### src/rtl/lp_seq_pkg.sv
package lp_seq_pkg;
  typedef enum logic [2:0] {
    ST_RUN, ST_SLEEP, ST_DSLP, ST_LDO_WAIT, ST_OSC_WAIT, ST_STBY, ST_PWR_UP, ST_POR_OSC
  } lp_state_e;

  localparam int SRC_W   = 4;
  localparam int SRC_RST = 0;
  localparam int SRC_RTC = 1;
  localparam int SRC_WDG = 2;
  localparam int SRC_PIN = 3;
endpackage

### src/rtl/lp_wkup_sync.sv
module lp_wkup_sync #(
  parameter int N_PIN = 2
) (
  input  logic             clk_i,
  input  logic             rst_ni,
  input  logic [N_PIN-1:0] pin_i,
  input  logic [N_PIN-1:0] en_i,
  output logic             rise_o
);
  logic [N_PIN-1:0] rise;

  for (genvar g = 0; g < N_PIN; g++) begin : g_pin
    logic s1_q, s2_q, s3_q;
    always_ff @(posedge clk_i or negedge rst_ni) begin
      if (!rst_ni) begin
        s1_q <= 1'b0;
        s2_q <= 1'b0;
        s3_q <= 1'b0;
      end else begin
        s1_q <= pin_i[g];
        s2_q <= s1_q;
        s3_q <= s2_q;
      end
    end
    assign rise[g] = s2_q & ~s3_q & en_i[g];
  end

  assign rise_o = |rise;
endmodule

### src/rtl/lp_dly_cnt.sv
module lp_dly_cnt #(
  parameter int W = 4
) (
  input  logic         clk_i,
  input  logic         rst_ni,
  input  logic         load_i,
  input  logic [W-1:0] val_i,
  output logic         zero_o
);
  logic [W-1:0] cnt_q;

  always_ff @(posedge clk_i or negedge rst_ni) begin
    if (!rst_ni)               cnt_q <= '0;
    else if (load_i)           cnt_q <= val_i;
    else if (cnt_q != '0)      cnt_q <= cnt_q - 1'b1;
  end

  assign zero_o = (cnt_q == '0);
endmodule

### src/rtl/lp_wake_qual.sv
module lp_wake_qual (
  input  logic ent_wfe_i,
  input  logic sev_on_pend_i,
  input  logic irq_i,
  input  logic evt_i,
  output logic wake_o
);
  // event-wait entry takes events, interrupts only with send-event-on-pending
  assign wake_o = ent_wfe_i ? (evt_i | (sev_on_pend_i & irq_i)) : irq_i;
endmodule

### src/rtl/lp_seq_ctrl.sv
module lp_seq_ctrl
  import lp_seq_pkg::*;
#(
  parameter int N_PIN   = 2,
  parameter int LP_DLY  = 16,
  parameter int REG_DLY = 32
) (
  input  logic             clk_i,
  input  logic             rst_ni,
  input  logic             wfi_i,
  input  logic             wfe_i,
  input  logic             deep_req_i,
  input  logic             stby_sel_i,
  input  logic             ldo_lp_sel_i,
  input  logic             sev_on_pend_i,
  input  logic             pend_any_i,
  input  logic             ext_irq_i,
  input  logic             ext_evt_i,
  input  logic             ext_rst_i,
  input  logic             rtc_evt_i,
  input  logic             wdg_rst_i,
  input  logic [N_PIN-1:0] wkup_pin_i,
  input  logic [N_PIN-1:0] wkup_en_i,
  input  logic             flag_clr_i,
  input  logic             osc_ready_i,
  output logic             cpu_clk_en_o,
  output logic             core_clk_en_o,
  output logic             rc8_en_o,
  output logic             aux_osc_en_o,
  output logic             ldo_en_o,
  output logic             ldo_lp_o,
  output logic             core_pwr_o,
  output logic             por_rst_o,
  output logic             sysclk_rc8_o,
  output logic             abort_o,
  output logic             stby_flag_o,
  output logic             wuf_o,
  output logic [SRC_W-1:0] wake_src_o
);
  localparam int MAX_DLY = (LP_DLY > REG_DLY) ? LP_DLY : REG_DLY;
  localparam int CNT_W   = $clog2(MAX_DLY + 2);

  lp_state_e        state_q, state_d;
  logic             ent_wfe_q, ldo_lp_q, wuf_q, stby_q, force_q, abort_q;
  logic [SRC_W-1:0] src_q, src_now;
  logic             pin_rise, wake_q, cnt_zero, cnt_load;
  logic [CNT_W-1:0] cnt_val;
  logic             enter, abort_d, force_d, stby_set, stby_wake;

  lp_wkup_sync #(.N_PIN(N_PIN)) u_sync (
    .clk_i(clk_i), .rst_ni(rst_ni), .pin_i(wkup_pin_i), .en_i(wkup_en_i), .rise_o(pin_rise)
  );

  lp_dly_cnt #(.W(CNT_W)) u_cnt (
    .clk_i(clk_i), .rst_ni(rst_ni), .load_i(cnt_load), .val_i(cnt_val), .zero_o(cnt_zero)
  );

  lp_wake_qual u_qual (
    .ent_wfe_i(ent_wfe_q), .sev_on_pend_i(sev_on_pend_i),
    .irq_i(ext_irq_i), .evt_i(ext_evt_i), .wake_o(wake_q)
  );

  always_comb begin
    src_now          = '0;
    src_now[SRC_RST] = ext_rst_i;
    src_now[SRC_RTC] = rtc_evt_i;
    src_now[SRC_WDG] = wdg_rst_i;
    src_now[SRC_PIN] = pin_rise;
  end

  assign stby_wake = |src_now;

  always_comb begin
    state_d  = state_q;
    cnt_load = 1'b0;
    cnt_val  = '0;
    enter    = 1'b0;
    abort_d  = 1'b0;
    force_d  = 1'b0;
    stby_set = 1'b0;
    unique case (state_q)
      ST_RUN: if (wfi_i | wfe_i) begin
        if (!deep_req_i) begin
          state_d = ST_SLEEP;
          enter   = 1'b1;
        end else if (pend_any_i | (stby_sel_i & wuf_q)) begin
          abort_d = 1'b1;
        end else begin
          state_d  = stby_sel_i ? ST_STBY : ST_DSLP;
          enter    = 1'b1;
          stby_set = stby_sel_i;
        end
      end
      ST_SLEEP: if (wake_q) state_d = ST_RUN;
      ST_DSLP: if (wake_q) begin
        if (ldo_lp_q) begin
          state_d  = ST_LDO_WAIT;
          cnt_load = 1'b1;
          cnt_val  = CNT_W'(LP_DLY);
        end else begin
          state_d = ST_OSC_WAIT;
        end
      end
      ST_LDO_WAIT: if (cnt_zero) state_d = ST_OSC_WAIT;
      ST_OSC_WAIT: if (osc_ready_i) begin
        state_d = ST_RUN;
        force_d = 1'b1;
      end
      ST_STBY: if (stby_wake) begin
        state_d  = ST_PWR_UP;
        cnt_load = 1'b1;
        cnt_val  = CNT_W'(REG_DLY);
      end
      ST_PWR_UP: if (cnt_zero) state_d = ST_POR_OSC;
      ST_POR_OSC: if (osc_ready_i) begin
        state_d = ST_RUN;
        force_d = 1'b1;
      end
      default: state_d = ST_RUN;
    endcase
  end

  always_ff @(posedge clk_i or negedge rst_ni) begin
    if (!rst_ni) begin
      state_q   <= ST_RUN;
      ent_wfe_q <= 1'b0;
      ldo_lp_q  <= 1'b0;
      wuf_q     <= 1'b0;
      stby_q    <= 1'b0;
      src_q     <= '0;
      force_q   <= 1'b0;
      abort_q   <= 1'b0;
    end else begin
      state_q <= state_d;
      force_q <= force_d;
      abort_q <= abort_d;
      if (enter) begin
        ent_wfe_q <= wfe_i & ~wfi_i;
        ldo_lp_q  <= ldo_lp_sel_i;
      end
      if (flag_clr_i) begin
        wuf_q  <= 1'b0;
        stby_q <= 1'b0;
        src_q  <= '0;
      end
      if (stby_set) stby_q <= 1'b1;
      if (state_q == ST_STBY && stby_wake) begin
        wuf_q <= 1'b1;
        src_q <= src_q | src_now;
      end
    end
  end

  assign cpu_clk_en_o  = (state_q == ST_RUN);
  assign core_clk_en_o = (state_q == ST_RUN) || (state_q == ST_SLEEP);
  assign aux_osc_en_o  = core_clk_en_o;
  assign rc8_en_o      = core_clk_en_o || (state_q == ST_OSC_WAIT) || (state_q == ST_POR_OSC);
  assign ldo_en_o      = (state_q != ST_STBY);
  assign core_pwr_o    = (state_q != ST_STBY);
  assign ldo_lp_o      = (state_q == ST_DSLP) && ldo_lp_q;
  assign por_rst_o     = (state_q == ST_STBY) || (state_q == ST_PWR_UP) || (state_q == ST_POR_OSC);
  assign sysclk_rc8_o  = force_q;
  assign abort_o       = abort_q;
  assign stby_flag_o   = stby_q;
  assign wuf_o         = wuf_q;
  assign wake_src_o    = src_q;
endmodule

### config.mk
export PLATFORM = sky130hd
export DESIGN_NAME = lp_seq_ctrl
export DESIGN_NICKNAME = d
export VERILOG_FILES = /design/src/rtl/lp_seq_pkg.sv /design/src/rtl/lp_wkup_sync.sv /design/src/rtl/lp_dly_cnt.sv /design/src/rtl/lp_wake_qual.sv /design/src/rtl/lp_seq_ctrl.sv
export SDC_FILE = /design/constraint.sdc
export NUM_CORES = 1
export LEC_CHECK = 0
export BUFFER_PORTS_ARGS = -buffer_cell sky130_fd_sc_hd__buf_2
export CORE_MARGIN = 2
export CORE_UTILIZATION = 45
export CTS_CLUSTER_SIZE = 40
export DETAILED_ROUTE_END_ITERATION = 16
export PLACE_DENSITY = 0.7
export SLEW_MARGIN = 10
export SYNTH_ARGS = -nofsm -noshare
export SYNTH_HDL_FRONTEND = slang
export SYNTH_SLANG_ARGS = --single-unit
### constraint.sdc
create_clock -name clk_i -period 2.6 [get_ports clk_i]
set_clock_uncertainty 0.15 [all_clocks]
set_input_delay 0.13 -clock clk_i [delete_from_list [all_inputs] [get_ports clk_i]]
set_output_delay 0.13 -clock clk_i [all_outputs]
set_load 0.01 [all_outputs]
==> results of run 1 <==
-- layer usage --
metal	part of all wire [%]	vias up
li1	-	569
met1	46	519
met2	49	27
met3	4.5	5
met4	1.3	0
met5	0	-
-- tightest hold or removal path: stages --
cell and delay [ns]:
sky130_fd_sc_hd__buf_2 0.10, sky130_fd_sc_hd__nand2_1 0.09, sky130_fd_sc_hd__a21bo_2 0.16, sky130_fd_sc_hd__nand2_1 0.05
-- stage by stage --
stage	std cells	hold slack (ns)
2_1_floorplan	134	-0.316
3_3_place_gp	194	-0.00391
3_5_place_dp	194	0.00327
4_1_cts	213	0.0793
5_1_grt	213	0.0581
6_report	213	0.0843
-- cells by family after synthesis --
| kind of cell | count (synthesis) |
|---|---|
| mux | 4 |
| fa+ha+maj | 2 |
| xor+xnor | 3 |
| flops | 25 |
| simple gates | 47 |
| compound gates | 39 |
| buf+inv | 14 |
-- flip-flops by register name, indices dropped and copies added (netlist names) --
name,cells
ent_wfe_q,1
u_sync.g_pin.s2_q,2
stby_flag_o,1
ldo_lp_q,1
state_q,3
sysclk_rc8_o,1
u_sync.g_pin.s3_q,2
u_sync.g_pin.s1_q,2
u_cnt.cnt_q,6
abort_o,1
wuf_o,1
wake_src_o,4
-- power by group --
part	switching (W)	total, W	internal [W]
logic	0.000397	0.000799	0.000402
clock network	0.000127	0.000190	0.0000628
registers	0.000161	0.000667	0.000505
total	0.000686	0.00166	0.000970
-- synth_stat cells (2+ instances only) --
cell type / count
sky130_fd_sc_hd__buf_4: 3
sky130_fd_sc_hd__a21oi_1: 13
sky130_fd_sc_hd__nand3b_1: 3
sky130_fd_sc_hd__nor3_1: 2
sky130_fd_sc_hd__and3_1: 2
sky130_fd_sc_hd__buf_6: 2
sky130_fd_sc_hd__mux2_2: 2
sky130_fd_sc_hd__nand2b_1: 3
sky130_fd_sc_hd__a21o_1: 2
sky130_fd_sc_hd__ha_1: 2
sky130_fd_sc_hd__xnor2_1: 2
sky130_fd_sc_hd__mux2_4: 2
sky130_fd_sc_hd__nor2_1: 11
sky130_fd_sc_hd__a211oi_1: 3
sky130_fd_sc_hd__inv_1: 8
sky130_fd_sc_hd__dfrtp_1: 25
sky130_fd_sc_hd__nand3_1: 2
sky130_fd_sc_hd__a31oi_1: 2
sky130_fd_sc_hd__nand2_1: 15
sky130_fd_sc_hd__o21ai_0: 6
-- path summary, 6_finish.rpt --
path | start | endpoint | slack, ns | depth (start not counted)
hold reg to reg | u_sync.g_pin[1].s1_q | u_sync.g_pin[1].s2_q | 0.22 | 0
setup reg to reg | state_q[0] | wake_src_o[1] | 0.24 | 5
hold / removal | ext_evt_i | u_cnt.cnt_q[4] | 0.08 | 4
setup / recovery | state_q[0] | wake_src_o[1] | 0.24 | 5
min in group asynchronous | rst_ni | abort_o | 0.14 | 2
max in group asynchronous | rst_ni | state_q[0] | 1.80 | 2
-- final cells by class --
class	count	area, um^2	area share (%)
Clock buffer	3	22.5	1.36
Sequential cell	25	626	37.8
Inverter	8	30.0	1.81
Timing Repair Buffer	50	325	19.7
Multi-Input combinational cell	95	604	36.5
Tap cell	31	38.8	2.34
Clock inverter	1	8.76	0.529
-- what timing repair did --
| item | CTS | global route |
|---|---|---|
| hold buffers | 15 | 0 |
| setup endpoints to repair | 0 | 0 |
| endpoints found under the hold margin | 37 | 0 |
==> metrics.md, run 1 <==
| Metric | Value |
|---|---|
| Routability congestion estimate from global placement | `0.759` |
| Number of cells produced by synthesis | `134` |
| Area Growth Syn to Fin | `26.4%` |
| Initial antenna violation count | `0` |
| Worst stage delay on the critical path | `0.71 ns` |
| Most used cells in the layout excluding fill and tap cells | `sky130_fd_sc_hd__buf_2 (35), sky130_fd_sc_hd__dfrtp_1 (25), sky130_fd_sc_hd__nand2_1 (15), sky130_fd_sc_hd__dlygate4sd3_1 (15), sky130_fd_sc_hd__a21oi_1 (13)` |
| Critical Path Start Type | `register` |
| Cell types with the largest area share after synthesis | `sky130_fd_sc_hd__dfrtp_1 (48%), sky130_fd_sc_hd__a21oi_1 (5.0%), sky130_fd_sc_hd__nand2_1 (4.3%)` |
| Worst Max-Slew Pin Slew | `0.537 ns` |
| Sum Neg Setup Slack | `0 ns` |
| CTS Sinks | `25` |
| Initial Util | `47.5%` |
| Max_slew headroom | `64.2%` |
| Sequential cell area fraction in the yosys report | `47.8%` |
| Number of placed I/O pins | `36` |
| Met2 track demand over resource in global routing | `31.2%` |
| Fmax | `423 MHz` |
| Cell Pwr Density | `1000 mW/mm^2` |
| Initial drt markers | `37` |
| Post-synthesis register bit count | `25` |
| FP Rows | `19` |
| Fraction of the mapped netlist area in simple logic gates | `18.2%` |
| Mean area per synthesized cell | `9.78 um^2` |
| Multiplexer area fraction after synthesis | `4.01%` |
| Data arrival time of the critical path | `2.49 ns` |
| Clock insertion delay at the later pin of the skew report | `0.33 ns` |
| Wirelength, routed | `2830 um` |
| Net count of the mapped netlist | `156` |
| Final cell utilization of the core | `60.0%` |
| Number of synthesized flops with an enable pin | `0` |
| Clock tree from TritonCTS | `built` |
| Post-place instance area | `0.00147 mm^2` |
| Area of the die | `0.00336 mm^2` |
| Crit-path slowest cell | `sky130_fd_sc_hd__dfrtp_1` |
| GRT Max-Usage Layer | `met2` |
| Number of instances resized during post-cts repair | `0` |
| Total setup buffers inserted after CTS | `0` |
| Startpoint-to-endpoint class of the critical path | `register to register` |
| Worst VDD drop | `0.671 mV` |
| Run status | `finished clean` |
| XOR/XNOR share of the synthesized area | `2.01%` |
| Setup repair after global routing missed its margin | `no` |
| Asr flop ratio synth | `100%` |
| Count of antenna-violating nets left after detailed routing | `0` |
| Fill cell total of the finished layout | `241` |
| Critical path cell sequence | `nand2_1 -> nor2_1 -> nand2_1 -> a21oi_1 -> dlygate4sd3_1` |
| Diode insertion count for antenna repair | `0` |
| Vias/cell | `5.26` |
| Top cell by count, worst path | `sky130_fd_sc_hd__nand2_1` |
| Number of global-route vias before repair | `1,055` |
| First-pass GRT wire length | `4650 um` |
| Post-layout instance area | `0.00166 mm^2` |
| Most frequent standard cell in the layout excluding fill and tap cells | `sky130_fd_sc_hd__buf_2` |
| Max-capacitance violation count | `0` |
| Root buf cell | `sky130_fd_sc_hd__clkbuf_4` |
| Most common flop cell mapped by yosys | `sky130_fd_sc_hd__dfrtp_1` |
| Adder-cell area share of the yosys netlist | `1.91%` |
| Largest net degree at the start of global routing | `26` |
| Area of the core region | `0.00276 mm^2` |
| Fraction of final layout cells sized beyond drive strength 1 | `28.0%` |
| Highest fanout seen on the critical path | `17` |
| DPL Wire Length | `2070 um` |
| Number of clock buffers inserted by TritonCTS | `3` |
| Min Tclk post-route | `2.36 ns` |
| Distinct cell type count after synthesis | `44` |
| Slack of the critical path | `0.235 ns` |
| Total congestion overflow after global routing | `0` |
| Mapped cell area | `0.00131 mm^2` |
| Total of endpoints with negative setup slack in the final report | `0` |
| Buf+Inv Stages, Crit Path | `1` |
| Number of slew-limit violations in the final report | `0` |
| Combinational family with the most area after synthesis | `compound AO/OA/AOI/OAI gates` |
| Post-route DRC | `0` |
| Endpoints failing hold | `0` |
| Top cell family by delay on the critical path | `flip-flops` |
| Overall via count from detail_route | `1,120` |
| Count of buffers inserted at the top-level ports | `35` |
| Final period util | `90.9%` |
| Clock-pin slew of the registers on the worst-case setup and hold paths | `0.15 ns` |
| Largest area contributor in the synthesized netlist | `sky130_fd_sc_hd__dfrtp_1` |
| Post-synthesis compound-gate area fraction | `20.0%` |
| Final Net Count | `205` |
| CTS Buffer Depth | `2` |
| Met3 Usage GRT | `3.57%` |
| Met1 Resource Use GR | `23.0%` |
| Data required time of the critical path | `2.72 ns` |
| TritonRoute pass-1 iters | `4` |
| Worst slack at placement | `0.594 ns` |
| Yosys warning count | `0` |
| Height of the die | `58.0 um` |
| Deepest level of the CTS H-tree | `1` |
| Total leakage power | `0.825 nW` |
| Fraction of synthesized cell area taken by the top area cell type | `47.8%` |
| Gr usage total | `18.0%` |
| Post-DR wirelength/cell | `13.3 um` |
| Post-route total power | `0.00166 W` |
| Kind of capture point of the worst setup path | `register` |
| Width of the die | `58.0 um` |
| Worst Hold Class | `primary input to register` |
No activity file was read; power rests on OpenSTA's default activity.
==> run 2: changes to the inputs <==
--- a/config.mk
+++ b/config.mk
@@ -10,7 +10,7 @@
 export CORE_UTILIZATION = 45
 export CTS_CLUSTER_SIZE = 40
 export DETAILED_ROUTE_END_ITERATION = 16
-export PLACE_DENSITY = 0.7
+export PLACE_DENSITY = 0.76
 export SLEW_MARGIN = 10
 export SYNTH_ARGS = -nofsm -noshare
 export SYNTH_HDL_FRONTEND = slang
==> run 2 against run 1 <==
Core utilization stayed put; clock-buffer cell count is the same; clock power decreased by 3%; routed wire length decreased by 2.3%; sequential share of layout area stayed put; sequential cell count unchanged; combinational power barely moved; maximum frequency is 0.91% higher; first-iteration DRC count up 16%; die area did not move; largest cell class unchanged.
==> metrics.md, run 2 (synthesized netlist as in run 1, its figures left out) <==
| Metric | Value |
|---|---|
| Final-layout worst hold slack | `0.0855 ns (was 0.0843 ns)` |
| Critical path cell sequence | `nand2_1 -> nor2_1 -> nand2_1 -> a21oi_1 -> dlygate4sd3_1 (unchanged)` |
| Inst Count DP | `194 (unchanged)` |
| Setup repair after global routing missed its margin | `no (unchanged)` |
| Worst Max-Slew Pin Slew | `0.545 ns (was 0.537 ns)` |
| Buf+Inv Stages, Crit Path | `1 (unchanged)` |
| Clk network pwr share | `11.3% (was 11.5%)` |
| Crit-path slowest cell | `sky130_fd_sc_hd__dfrtp_1 (unchanged)` |
| Largest net degree at the start of global routing | `26 (unchanged)` |
| Fmax | `427 MHz (was 423 MHz)` |
| Total congestion overflow after global routing | `0 (unchanged)` |
| Post-route DRC | `0 (unchanged)` |
| Fraction of final layout cells sized beyond drive strength 1 | `28.0% (unchanged)` |
| First-pass GRT wire length | `4890 um (was 4650 um)` |
| Routability congestion estimate from global placement | `0.848 (was 0.759)` |
| Cell count of the worst hold path | `4 (unchanged)` |
| Initial drt markers | `43 (was 37)` |
| Switching power share of the total | `41.0% (was 41.4%)` |
| Clock tree from TritonCTS | `built (unchanged)` |
| Fill cell total of the finished layout | `238 (was 241)` |
| Total of endpoints with negative setup slack in the final report | `0 (unchanged)` |
| Count of non-filler cells in the finished layout | `213 (unchanged)` |
| Overall via count from detail_route | `1,142 (was 1,120)` |
| Number of global-route vias before repair | `1,105 (was 1,055)` |
| Worst Hold Class | `primary input to register (unchanged)` |
| Area Growth Syn to Fin | `26.4% (unchanged)` |
| Highest fanout seen on the critical path | `17 (unchanged)` |
| Sequential power share | `40.3% (about the same)` |
| Diode insertion count for antenna repair | `0 (unchanged)` |
| Count of buffers inserted at the top-level ports | `35 (unchanged)` |
| Post-DR wirelength/cell | `13.0 um (was 13.3 um)` |
| CTS Buffer Depth | `2 (unchanged)` |
| Width of the die | `58.0 um (unchanged)` |
| DPL Wire Length | `1970 um (was 2070 um)` |
| Total leakage power | `0.825 nW (unchanged)` |
| Critical Path Start Type | `register (unchanged)` |
| Final cell utilization of the core | `60.0% (unchanged)` |
| Combinational power share | `48.5% (was 48.2%)` |
| Root buf cell | `sky130_fd_sc_hd__clkbuf_4 (unchanged)` |
| Register with the most flip-flops | `u_cnt.cnt_q (unchanged)` |
| Max-capacitance violation count | `0 (unchanged)` |
| TritonRoute pass-1 iters | `4 (unchanged)` |
| Final Net Count | `205 (unchanged)` |
| CTS Sinks | `25 (unchanged)` |
| FP Rows | `19 (unchanged)` |
| Slack of the critical path | `0.257 ns (was 0.235 ns)` |
| Number of flip-flops in the largest register | `6 (unchanged)` |
| Depth of the worst register-to-register path | `5 (unchanged)` |
| Final period util | `90.1% (was 90.9%)` |
| Count of antenna-violating nets left after detailed routing | `0 (unchanged)` |
| Wirelength, routed | `2760 um (was 2830 um)` |
| Height of the die | `58.0 um (unchanged)` |
| Top cell by count, worst path | `sky130_fd_sc_hd__nand2_1 (unchanged)` |
| Most frequent standard cell in the layout excluding fill and tap cells | `sky130_fd_sc_hd__buf_2 (unchanged)` |
| Vias/cell | `5.36 (was 5.26)` |
| Startpoint-to-endpoint class of the critical path | `register to register (unchanged)` |
| Number of placed I/O pins | `36 (unchanged)` |
| Clock-pin slew of the registers on the worst-case setup and hold paths | `0.14 ns (was 0.15 ns)` |
| Worst VDD drop | `0.662 mV (was 0.671 mV)` |
| Number of clock buffers inserted by TritonCTS | `3 (unchanged)` |
| Worst stage delay on the critical path | `0.70 ns (was 0.71 ns)` |
| Number of slew-limit violations in the final report | `0 (unchanged)` |
| Max_slew headroom | `63.6% (was 64.2%)` |
| Data required time of the critical path | `2.72 ns (about the same)` |
| Clock insertion delay at the later pin of the skew report | `0.32 ns (was 0.33 ns)` |
| Data arrival time of the critical path | `2.47 ns (was 2.49 ns)` |
| Min Tclk post-route | `2.34 ns (was 2.36 ns)` |
| Top cell family by delay on the critical path | `flip-flops (unchanged)` |
| Sum Neg Setup Slack | `0 ns (unchanged)` |
| Endpoints failing hold | `0 (unchanged)` |
| Area of the die | `0.00336 mm^2 (unchanged)` |
| Area of the core region | `0.00276 mm^2 (unchanged)` |
| Switching pwr | `0.000676 W (was 0.000686 W)` |
| Most used cells in the layout excluding fill and tap cells | `sky130_fd_sc_hd__buf_2 (35), sky130_fd_sc_hd__dfrtp_1 (25), sky130_fd_sc_hd__nand2_1 (15), sky130_fd_sc_hd__dlygate4sd3_1 (15), sky130_fd_sc_hd__a21oi_1 (13) (unchanged)` |
| Gr usage total | `18.8% (was 18.0%)` |
| Initial Util | `47.5% (unchanged)` |
| Total setup buffers inserted after CTS | `0 (unchanged)` |
| Deepest level of the CTS H-tree | `1 (unchanged)` |
| Internal portion of total power | `0.000972 W (was 0.000970 W)` |
| Worst slack at placement | `0.614 ns (was 0.594 ns)` |
| Initial antenna violation count | `0 (unchanged)` |
| Run status | `finished clean (unchanged)` |
| Kind of capture point of the worst setup path | `register (unchanged)` |
| Critical Path Stages | `5 (unchanged)` |
| Cell Pwr Density | `995 mW/mm^2 (was 1000 mW/mm^2)` |
[run 2: cell counts in the layout (fill, tap and decap cells not counted)]
Identical to the previous run, type by type.
[run 2: power groups by stage]
stage          clock, W  sequential (W)  combinational, W
2_1_floorplan         0        0.000599          0.000679
3_3_place_gp          0        0.000661          0.000742
3_5_place_dp          0        0.000668          0.000768
4_1_cts        0.000194        0.000663          0.000806
5_1_grt        0.000207        0.000692          0.000910
6_report       0.000185        0.000663          0.000798
[run 2: worst paths after layout]
| kind | from | to | slack (ns) |
|---|---|---|---|
| setup / recovery | state_q[0] | wake_src_o[2] | 0.26 |
| hold / removal | ext_irq_i | u_cnt.cnt_q[4] | 0.09 |
| setup reg to reg | state_q[0] | wake_src_o[2] | 0.26 |
| hold reg to reg | u_sync.g_pin[1].s1_q | u_sync.g_pin[1].s2_q | 0.23 |
| max in group asynchronous | rst_ni | wake_src_o[2] | 1.79 |
| min in group asynchronous | rst_ni | abort_o | 0.15 |
[run 2: final cells by class]
class | count | area [um^2] | share of cell area, %
clock buffer | 3 | 22.5 | 1.36
clock inverter | 1 | 8.76 | 0.529
inverter | 8 | 30.0 | 1.81
multi-input combinational | 95 | 604 | 36.5
sequential | 25 | 626 | 37.8
tap | 31 | 38.8 | 2.34
timing repair buffer | 50 | 325 | 19.7
[run 2: what timing repair did]
action / CTS / global route
endpoints found under the hold margin: 37 / 0
resized for setup: 0 / 0
hold buffers: 15 / 0
[run 2: worst min-delay path, stage by stage]
cell,delay [ns]
sky130_fd_sc_hd__buf_2,0.10
sky130_fd_sc_hd__nand2_1,0.10
sky130_fd_sc_hd__a21bo_2,0.16
sky130_fd_sc_hd__nand2_1,0.05
[run 2: per-layer routing]
layer	GRT usage, %	vias up	wire length, um
met5	0	-	0
met4	7.64	0	39
met3	4.91	4	136
met2	32.3	30	1410
met1	22.4	540	1180
li1	-	568	-
[run 2: through the flow]
stage	cell area, um^2	total power (W)
5_1_grt	1660	0.00181
3_3_place_gp	1470	0.00140
3_5_place_dp	1470	0.00144
4_1_cts	1660	0.00166
2_1_floorplan	1310	0.00128
6_report	1660	0.00165
==> run 3: changes to the inputs <==
--- a/config.mk
+++ b/config.mk
@@ -10,7 +10,9 @@
 export CORE_UTILIZATION = 45
 export CTS_CLUSTER_SIZE = 40
 export DETAILED_ROUTE_END_ITERATION = 16
+export HOLD_SLACK_MARGIN = 0.12
 export PLACE_DENSITY = 0.76
+export RECOVER_POWER = 100
 export SLEW_MARGIN = 10
 export SYNTH_ARGS = -nofsm -noshare
 export SYNTH_HDL_FRONTEND = slang
==> run 3 against run 2 <==
Clock power is essentially flat; critical path type unchanged; critical path depth grew 1; total power shrank 0.65%; first-iteration DRC count shrank 21%; core utilization grew 0.82 points; sequential cell count is the same; sequential share of layout area shrank 0.51 points; global-route usage grew 0.47 points; worst hold slack gained 0.043 ns.
==> metrics.md, run 3 (synthesized netlist as in run 1, its figures left out) <==
| Metric | Value |
|---|---|
| Number of flip-flops in the largest register | `6 (unchanged)` |
| Buf+Inv Stages, Crit Path | `1 (unchanged)` |
| Number of slew-limit violations in the final report | `0 (unchanged)` |
| Number of instances resized during post-cts repair | `0 (unchanged)` |
| Critical path cell sequence | `or2_4 -> nor2_2 -> o21ai_1 -> a21oi_1 -> mux2_2 -> dlygate4sd3_1 (was nand2_1 -> nor2_1 -> nand2_1 -> a21oi_1 -> dlygate4sd3_1)` |
| Worst slack at placement | `0.614 ns (unchanged)` |
| CTS Buffer Depth | `2 (unchanged)` |
| Cell Pwr Density | `975 mW/mm^2 (was 995 mW/mm^2)` |
| Area of the core region | `0.00276 mm^2 (unchanged)` |
| Area Growth Syn to Fin | `28.1% (was 26.4%)` |
| TritonRoute pass-1 iters | `4 (unchanged)` |
| Gr usage total | `19.3% (was 18.8%)` |
| Post-DR wirelength/cell | `13.1 um (was 13.0 um)` |
| Crit-path slowest cell | `sky130_fd_sc_hd__dfrtp_1 (unchanged)` |
| Highest fanout seen on the critical path | `12 (was 17)` |
| Area of the die | `0.00336 mm^2 (unchanged)` |
| Critical Path Start Type | `register (unchanged)` |
| Top cell family by delay on the critical path | `flip-flops (unchanged)` |
| Total congestion overflow after global routing | `0 (unchanged)` |
| Diode insertion count for antenna repair | `0 (unchanged)` |
| CTS Sinks | `25 (unchanged)` |
| Min Tclk post-route | `2.42 ns (was 2.34 ns)` |
| Count of antenna-violating nets left after detailed routing | `0 (unchanged)` |
| Run status | `finished clean (unchanged)` |
| Startpoint-to-endpoint class of the critical path | `register to register (unchanged)` |
| Vias/cell | `5.38 (was 5.36)` |
| Deepest level of the CTS H-tree | `1 (unchanged)` |
| Initial drt markers | `34 (was 43)` |
| Routability congestion estimate from global placement | `0.848 (unchanged)` |
| Wirelength, routed | `2870 um (was 2760 um)` |
| Data required time of the critical path | `2.68 ns (was 2.72 ns)` |
| Worst Hold Class | `primary input to register (unchanged)` |
| Clock tree from TritonCTS | `built (unchanged)` |
| Final period util | `93.1% (was 90.1%)` |
| First-pass GRT wire length | `5010 um (was 4890 um)` |
| Slack of the critical path | `0.179 ns (was 0.257 ns)` |
| Final-layout worst hold slack | `0.129 ns (was 0.0855 ns)` |
| Worst Max-Slew Pin Slew | `1.30 ns (was 0.545 ns)` |
| Total setup buffers inserted after CTS | `0 (unchanged)` |
| Number of global-route vias before repair | `1,141 (was 1,105)` |
| Kind of capture point of the worst setup path | `register (unchanged)` |
| Most frequent standard cell in the layout excluding fill and tap cells | `sky130_fd_sc_hd__dfrtp_1 (was sky130_fd_sc_hd__buf_2)` |
| Most used cells in the layout excluding fill and tap cells | `sky130_fd_sc_hd__dfrtp_1 (25), sky130_fd_sc_hd__dlygate4sd3_1 (20), sky130_fd_sc_hd__buf_2 (20) (was sky130_fd_sc_hd__buf_2 (35), sky130_fd_sc_hd__dfrtp_1 (25), sky130_fd_sc_hd__nand2_1 (15), sky130_fd_sc_hd__dlygate4sd3_1 (15), sky130_fd_sc_hd__a21oi_1 (13))` |
| Clock insertion delay at the later pin of the skew report | `0.33 ns (was 0.32 ns)` |
| Worst stage delay on the critical path | `0.55 ns (was 0.70 ns)` |
| Final Net Count | `210 (was 205)` |
| CTS Hold Bufs | `20 (was 15)` |
| Width of the die | `58.0 um (unchanged)` |
| Total of endpoints with negative setup slack in the final report | `0 (unchanged)` |
| Worst VDD drop | `0.660 mV (was 0.662 mV)` |
| Setup repair after global routing missed its margin | `no (unchanged)` |
| Post-route DRC | `0 (unchanged)` |
| Register with the most flip-flops | `u_cnt.cnt_q (unchanged)` |
| DPL Wire Length | `1970 um (unchanged)` |
| Root buf cell | `sky130_fd_sc_hd__clkbuf_4 (unchanged)` |
| Data arrival time of the critical path | `2.50 ns (was 2.47 ns)` |
| Initial antenna violation count | `0 (unchanged)` |
| Clock-pin slew of the registers on the worst-case setup and hold paths | `0.14 ns (about the same)` |
| Sum Neg Setup Slack | `0 ns (unchanged)` |
| Initial Util | `47.5% (unchanged)` |
| Height of the die | `58.0 um (unchanged)` |
| Max-capacitance violation count | `0 (unchanged)` |
| Total leakage power | `0.789 nW (was 0.825 nW)` |
| Count of buffers inserted at the top-level ports | `35 (unchanged)` |
| Number of placed I/O pins | `36 (unchanged)` |
| Fraction of final layout cells sized beyond drive strength 1 | `17.1% (was 28.0%)` |
| Number of clock buffers inserted by TritonCTS | `3 (unchanged)` |
| Overall via count from detail_route | `1,172 (was 1,142)` |
| Fmax | `413 MHz (was 427 MHz)` |
| Endpoints failing hold | `0 (unchanged)` |
| FP Rows | `19 (unchanged)` |
| Largest net degree at the start of global routing | `26 (unchanged)` |
| Max_slew headroom | `13.2% (was 63.6%)` |
[run 3: cell count changes in the layout (fill, tap and decap cells not counted)]
cell / delta
sky130_fd_sc_hd__clkbuf_1: +15
sky130_fd_sc_hd__a21bo_2: -1
sky130_fd_sc_hd__o21ai_2: -1
sky130_fd_sc_hd__a21oi_2: -1
sky130_fd_sc_hd__a21bo_1: +1
sky130_fd_sc_hd__and2b_2: -1
sky130_fd_sc_hd__buf_2: -15
sky130_fd_sc_hd__and2b_1: +1
sky130_fd_sc_hd__o21ai_0: +1
sky130_fd_sc_hd__a21oi_1: +1
sky130_fd_sc_hd__dlygate4sd3_1: +5
[run 3: tightest hold or removal path, cell delays in order]
cell	delay, ns
sky130_fd_sc_hd__buf_2	0.10
sky130_fd_sc_hd__nand3b_1	0.12
sky130_fd_sc_hd__a21oi_1	0.09
sky130_fd_sc_hd__a21o_1	0.15
[run 3: stage by stage]
stage                     total power, W  cell area (um^2)  cells  utilization [%]
after global placement           0.00140              1470    194             53.4
after floorplan                  0.00128              1310    134                -
after CTS                        0.00168              1710    218             61.8
after detailed placement         0.00144              1470    194             53.4
after global routing             0.00180              1680    218             60.8
final                            0.00164              1680    218             60.8
[run 3: report_power, final]
group | leakage [nW] | internal [W] | switching [W]
clock | 0.0183 | 0.0000628 | 0.000125
combinational | 0.460 | 0.000393 | 0.000392
sequential | 0.311 | 0.000506 | 0.000159
total | 0.789 | 0.000961 | 0.000675
[run 3: area by class of cell]
| cell class | instances | area [um^2] |
|---|---|---|
| well taps | 31 | 38.8 |
| flip-flops and latches | 25 | 626 |
| fillers | 249 | 1080 |
| clock inverters | 1 | 8.76 |
| clock buffers | 3 | 22.5 |
| inverters | 8 | 30.0 |
| multi-input cells | 95 | 596 |
| repair buffers | 55 | 357 |
[run 3: final timing paths]
| kind | startpoint | end | slack (ns) | cells past startpoint |
|---|---|---|---|---|
| worst min register to register | u_sync.g_pin[1].s1_q | u_sync.g_pin[1].s2_q | 0.22 | 0 |
| max in group asynchronous | rst_ni | wake_src_o[1] | 1.10 | 2 |
| worst max-delay path | state_q[1] | ldo_lp_q | 0.18 | 6 |
| min in group asynchronous | rst_ni | abort_o | 0.43 | 2 |
| worst min-delay path | wkup_en_i[1] | wake_src_o[3] | 0.13 | 4 |
| worst max register to register | state_q[1] | ldo_lp_q | 0.18 | 6 |
[run 3: layer usage]
layer	global-route usage [%]	wire, um
met1	22.6	1180
met2	33.8	1480
met3	4.91	172
met4	7.64	37
met5	0	0
